[src/rtl/xcvr_pkg.sv]
package xcvr_pkg;

    // Control bundle for one byte lane
    typedef struct packed {
        logic ab_oe;    // drive port B, active high
        logic ba_oe_n;  // drive port A, active low
        logic ab_stb;   // store strobe, A-side register
        logic ba_stb;   // store strobe, B-side register
        logic ab_sel;   // toward B: 0 live, 1 stored
        logic ba_sel;   // toward A: 0 live, 1 stored
    } lane_ctrl_t;

    // Drive-enable pair produced by a lane
    typedef struct packed {
        logic a_drv;
        logic b_drv;
    } lane_drive_t;

endpackage

[src/rtl/strobe_capture.sv]
module strobe_capture #(
    parameter int W = 8
) (
    input  logic         clk,
    input  logic         rst,
    input  logic         stb,
    input  logic [W-1:0] din,
    output logic [W-1:0] dout
);

    typedef struct packed {
        logic         stb;
        logic [W-1:0] data;
    } cap_state_t;

    cap_state_t state_d, state_q;

    always_comb begin
        state_d     = state_q;
        // previous strobe level tracks the input even during reset
        state_d.stb = stb;
        if (rst) begin
            state_d.data = '0;
        end else if (stb && !state_q.stb) begin
            state_d.data = din;
        end
    end

    always_ff @(posedge clk) begin
        state_q <= state_d;
    end

    assign dout = state_q.data;

    // a first-high strobe loads the input seen at that edge
    a_r6_load_on_rise: assert property (@(posedge clk) disable iff (rst)
        $rose(stb) |=> dout == $past(din));

    // without a new rising strobe the register keeps its value
    a_r6_hold_otherwise: assert property (@(posedge clk) disable iff (rst)
        !$rose(stb) |=> $stable(dout));

endmodule

[src/rtl/glitchless_sel.sv]
module glitchless_sel #(
    parameter int W = 8
) (
    input  logic         sel,
    input  logic [W-1:0] live,
    input  logic [W-1:0] stored,
    output logic [W-1:0] y
);

    logic [W-1:0] sel_v;

    always_comb begin
        sel_v = {W{sel}};
        // consensus term keeps equal bits steady while sel moves
        y = (sel_v & stored) | (~sel_v & live) | (stored & live);
    end

endmodule

[src/rtl/xcvr_lane.sv]
module xcvr_lane
    import xcvr_pkg::*;
#(
    parameter int LANE_W = 8
) (
    input  logic              clk,
    input  logic              rst,
    input  lane_ctrl_t        ctrl,
    input  logic [LANE_W-1:0] a_in,
    input  logic [LANE_W-1:0] b_in,
    output logic [LANE_W-1:0] a_out,
    output logic [LANE_W-1:0] b_out,
    output logic              a_drv,
    output logic              b_drv
);

    logic [LANE_W-1:0] a_reg;
    logic [LANE_W-1:0] b_reg;
    lane_drive_t       drive;

    strobe_capture #(.W(LANE_W)) u_a_store (
        .clk  (clk),
        .rst  (rst),
        .stb  (ctrl.ab_stb),
        .din  (a_in),
        .dout (a_reg)
    );

    strobe_capture #(.W(LANE_W)) u_b_store (
        .clk  (clk),
        .rst  (rst),
        .stb  (ctrl.ba_stb),
        .din  (b_in),
        .dout (b_reg)
    );

    glitchless_sel #(.W(LANE_W)) u_to_b (
        .sel    (ctrl.ab_sel),
        .live   (a_in),
        .stored (a_reg),
        .y      (b_out)
    );

    glitchless_sel #(.W(LANE_W)) u_to_a (
        .sel    (ctrl.ba_sel),
        .live   (b_in),
        .stored (b_reg),
        .y      (a_out)
    );

    always_comb begin
        drive.b_drv = !rst && ctrl.ab_oe;
        drive.a_drv = !rst && !ctrl.ba_oe_n;
    end

    assign a_drv = drive.a_drv;
    assign b_drv = drive.b_drv;

    // live select passes the opposite port straight through
    a_r4_live_to_b: assert property (@(posedge clk) disable iff (rst)
        !ctrl.ab_sel |-> b_out == a_in);

    // stored select shows the register toward A
    a_r5_stored_to_a: assert property (@(posedge clk) disable iff (rst)
        ctrl.ba_sel |-> a_out == b_reg);

    // a select flip with agreeing sources leaves the output alone
    a_r10_steady_switch: assert property (@(posedge clk) disable iff (rst)
        (ctrl.ab_sel != $past(ctrl.ab_sel)) && (a_in == a_reg)
        && $stable(a_in) && $stable(a_reg) |-> b_out == $past(b_out));

endmodule

[src/rtl/dual_bus_xcvr.sv]
module dual_bus_xcvr
    import xcvr_pkg::*;
#(
    parameter int LANES  = 2,
    parameter int LANE_W = 8
) (
    input  logic                      clk,
    input  logic                      rst,
    input  logic [LANES-1:0]          ab_oe,
    input  logic [LANES-1:0]          ba_oe_n,
    input  logic [LANES-1:0]          ab_stb,
    input  logic [LANES-1:0]          ba_stb,
    input  logic [LANES-1:0]          ab_sel,
    input  logic [LANES-1:0]          ba_sel,
    input  logic [LANES*LANE_W-1:0]   a_in,
    output logic [LANES*LANE_W-1:0]   a_out,
    output logic [LANES*LANE_W-1:0]   a_oe,
    input  logic [LANES*LANE_W-1:0]   b_in,
    output logic [LANES*LANE_W-1:0]   b_out,
    output logic [LANES*LANE_W-1:0]   b_oe
);

    localparam int W = LANES * LANE_W;

    lane_ctrl_t       ctrl  [LANES];
    logic [LANES-1:0] a_drv;
    logic [LANES-1:0] b_drv;

    for (genvar i = 0; i < LANES; i++) begin : g_lane
        always_comb begin
            ctrl[i].ab_oe   = ab_oe[i];
            ctrl[i].ba_oe_n = ba_oe_n[i];
            ctrl[i].ab_stb  = ab_stb[i];
            ctrl[i].ba_stb  = ba_stb[i];
            ctrl[i].ab_sel  = ab_sel[i];
            ctrl[i].ba_sel  = ba_sel[i];
        end

        xcvr_lane #(.LANE_W(LANE_W)) u_lane (
            .clk   (clk),
            .rst   (rst),
            .ctrl  (ctrl[i]),
            .a_in  (a_in[i*LANE_W +: LANE_W]),
            .b_in  (b_in[i*LANE_W +: LANE_W]),
            .a_out (a_out[i*LANE_W +: LANE_W]),
            .b_out (b_out[i*LANE_W +: LANE_W]),
            .a_drv (a_drv[i]),
            .b_drv (b_drv[i])
        );

        assign a_oe[i*LANE_W +: LANE_W] = {LANE_W{a_drv[i]}};
        assign b_oe[i*LANE_W +: LANE_W] = {LANE_W{b_drv[i]}};
    end

    // no port drives while reset is applied
    a_r1_quiet_in_reset: assert property (@(posedge clk)
        rst |-> (a_oe == '0) && (b_oe == '0));

    // both directions can drive at the same time
    a_r9_both_drive: assert property (@(posedge clk) disable iff (rst)
        (ab_oe == '1) && (ba_oe_n == '0) |-> (a_oe == {W{1'b1}}) && (b_oe == {W{1'b1}}));

endmodule

[config.mk]
export PLATFORM = sky130hd
export DESIGN_NAME = dual_bus_xcvr
export DESIGN_NICKNAME = d
export VERILOG_FILES = /design/src/rtl/xcvr_pkg.sv /design/src/rtl/strobe_capture.sv /design/src/rtl/glitchless_sel.sv /design/src/rtl/xcvr_lane.sv /design/src/rtl/dual_bus_xcvr.sv
export SDC_FILE = /design/constraint.sdc
export NUM_CORES = 1
export LEC_CHECK = 0
export ABC_AREA = 0
export BUFFER_PORTS_ARGS = -buffer_cell sky130_fd_sc_hd__buf_2
export CAP_MARGIN = 30
export CORE_UTILIZATION = 50
export CTS_CLUSTER_DIAMETER = 50
export DETAILED_ROUTE_END_ITERATION = 10
export PLACE_DENSITY = 0.92
export SLEW_MARGIN = 40
export SYNTH_ARGS = -nofsm -noshare
export SYNTH_HDL_FRONTEND = slang
export SYNTH_HIERARCHICAL = 1
export SYNTH_SLANG_ARGS = --single-unit
[constraint.sdc]
create_clock -name clk -period 2 [get_ports clk]
set_clock_uncertainty 0.1 [all_clocks]
set_input_delay 0.6 -clock clk [delete_from_list [all_inputs] [get_ports clk]]
set_output_delay 0.6 -clock clk [all_outputs]
set_load 0.05 [all_outputs]
==> flow_metrics.env <==
export IMPL_total_power_uw=2000
export IMPL_drt_total_wl_mm=4.98
export IMPL_initialDrtViolationCount=60
export IMPL_period_needed_ns=1.99
export IMPL_final_nets=336
export IMPL_vias_per_cell=4.99
export IMPL_cts_root_buffer="clkbuf_8"
export IMPL_dr_pass1_iters=2
export IMPL_r2r_slack_ns=0.93
export IMPL_max_slew_margin=0.812
export IMPL_insertion_delay_ns=0.29
export IMPL_required_ns=1.30
export IMPL_fin_crit_sh=0.996
export IMPL_fp_row_count=25
export IMPL_grt_pass1_wl_mm=7.32
export IMPL_post_cts_buffers=0
export IMPL_grt_usage=0.178
export IMPL_worstSetupStartpoint="rst"
export IMPL_syn_to_final_growth_pct=14.5
export IMPL_async_flop_share=0
export IMPL_synth_fp_nets=286
export IMPL_antennaDiodeCount=0
export IMPL_ys_types=12
export IMPL_cp_max_fo=8
export IMPL_htreeDepth=2
export IMPL_place_area_mm2=0.00267
export IMPL_dp_hpwl_mm=3.61
export IMPL_place_gp_congestion=0.697
export IMPL_drv_slew=0
export IMPL_cp_slowest_cell="buf_2"
export IMPL_overflow=0
export IMPL_yosysSeqAreaShare=0.287
export IMPL_avgSynthCellArea_um2=10.5
export IMPL_ir_worst_vdd_v=0.000429
export IMPL_worst_r2r_path_depth=2
export IMPL_dieArea_mm2=0.00531
export IMPL_grt_max_degree=41
export IMPL_worstSetupPathType="in -> out"
export IMPL_rsz0062_at_grt="yes"
export IMPL_maxCapViolCount=0
export IMPL_fmax_ghz=0.502
export IMPL_routedWlPerCell_um=13.9
export IMPL_ys_warn_count=6
export IMPL_clock_path_buffers=2
export IMPL_syn_area_mm2=0.00251
export IMPL_power_leakage_uw=0.00133
export IMPL_hold_buffers=0
export IMPL_crit_path_start_kind="primary input"
export IMPL_initial_utilization=0.525
export IMPL_detail_route_antenna_nets=0
export IMPL_fp_dieH_um=72.9
export IMPL_synth_most_common_cell="buf_4"
export IMPL_hp_class="reg -> reg"
export IMPL_synth_cells=240
export IMPL_synth_edf_count=0
export IMPL_coreArea_mm2=0.00479
export IMPL_num_io_pins=110
export IMPL_cts_buffers=5
export IMPL_drc=0
export IMPL_synth_seq_cells=36
export IMPL_endpoint_kind="output pin"
export IMPL_status="complete, no violations"
export IMPL_worstReg2RegStart="g_lane[1].u_lane/u_b_store/state_q[8]"
export IMPL_synth_ff_type="dfxtp_1"
export IMPL_final_util=0.601
export IMPL_design_area_mm2=0.00288
export IMPL_powerDensity_mw_per_mm2=696
export IMPL_worstPathArrival_ns=1.29
export IMPL_numPortBuffers=109
export IMPL_grt_pass1_vias=1654
export IMPL_tightest_slew_ns=0.282
export IMPL_synth_common_cells="buf_4, dfxtp_1, mux2_4, nand2b_1, nand4bb_1"
export IMPL_die_w_um=72.9
export IMPL_r2r_end="g_lane[1].u_lane/u_b_store/dout[1]"
export IMPL_yosys_area_top_type="dfxtp_1"
export IMPL_cts_sinks=36
export IMPL_vias=1787
export IMPL_synth_area_leaders="dfxtp_1, mux2_4, buf_4"
export IMPL_cp_cell_sequence="buf_2 > nor2_4 > buf_2"
export IMPL_synth_top_area_share=0.287
export IMPL_grt_antenna_before_repair=0
export IMPL_cts_tree="yes"
export IMPL_clkTransAtPathRegs_ns=0.07
export IMPL_setup_viol=0
export IMPL_worst_slack_ns=0.00877
export IMPL_finalHoldViolCount=0
export IMPL_drive_above_1_share=0.560
export IMPL_crit_path_frequent_cell="buf_2"
export IMPL_crit_end="a_oe[15]"
export IMPL_place_ws_ns=-0.0960
export IMPL_cp_slowest_stage_delay_ns=0.30
[worst max-delay path, delay by kind of cell]
kind	cells	cell delay, ns
buffers and inverters	2	0.49
AND/OR/NAND/NOR	1	0.20
[worst min path at each step]
stage	startpoint	cells after the start	slack, ns	end
4_1_cts	g_lane[1].u_lane/u_b_store/dout[2]	2	0.37	g_lane[1].u_lane/u_b_store/dout[2]
3_3_place_gp	g_lane[0].u_lane/u_b_store/dout[7]	2	0.35	g_lane[0].u_lane/u_b_store/dout[7]
6_report	g_lane[1].u_lane/u_a_store/dout[0]	2	0.36	g_lane[1].u_lane/u_a_store/dout[0]
2_1_floorplan	g_lane[0].u_lane/u_a_store/dout[0]	2	0.34	g_lane[0].u_lane/u_a_store/dout[0]
3_5_place_dp	g_lane[1].u_lane/u_b_store/dout[2]	2	0.36	g_lane[1].u_lane/u_b_store/dout[2]
5_1_grt	g_lane[1].u_lane/u_a_store/dout[5]	2	0.39	g_lane[1].u_lane/u_a_store/dout[5]
[what timing repair did]
item / in CTS / in global routing
endpoints found under the setup margin: 32 / 49
gates resized for setup: 16 / 35
pin swaps: 0 / 0
[sequential cells by signal, indices dropped and copies added, names as in the netlist]
register	flops
g_lane.u_lane/u_b_store/state_q	2
g_lane.u_lane/u_a_store/state_q	2
g_lane.u_lane/u_a_store/dout	16
g_lane.u_lane/u_b_store/dout	16
[power by group]
part	switching [uW]	total, uW	leakage [uW]	internal [uW]
Sequential	25.1	778	0.000296	753
Combinational	442	694	0.000982	252
Clock	254	529	0.0000510	275
Total	721	2000	0.00133	1280
[metrics by stage]
step                TNS [ns]  instances  hold WS, ns
floorplan                  0        240        0.342
global placement       -2.46        350        0.350
detailed placement     -2.65        350        0.357
CTS                        0        358        0.370
global route          -0.607        358        0.386
finish                     0        358        0.364
[placed cells by master (no fill, tap or decap), drive strengths merged]
cell type  instances
buf               96
dfxtp             36
nand2b            32
nand4bb           32
mux2              32
o21ai             32
clkbuf            21
and2b              4
clkinv             2
nor2b              2
nor2               2
[per-layer routing]
layer  GRT usage  routed length [um]
met4      0.0806                  79
met3      0.0359                 181
met1       0.213                2110
met2       0.308                2610
met5           0                   0
[final cells by class]
| cell class | instances | area (um2) |
|---|---|---|
| Fill cell | 422 | 1910 |
| Multi-Input combinational cell | 136 | 1310 |
| Sequential cell | 36 | 721 |
| Timing Repair Buffer | 111 | 673 |
| Tap cell | 67 | 83.8 |
| Clock buffer | 6 | 82.6 |
| Clock inverter | 2 | 10.0 |
[logic make-up after synthesis]
kind of cell           after synthesis  synth area share
and+or+nand+nor                     72             0.247
AOI/OAI and AO/OA                   32            0.0697
DFF                                 36             0.287
muxes                               32             0.191
buffers and inverters               68             0.205
No activity file was read; power rests on OpenSTA's default activity.
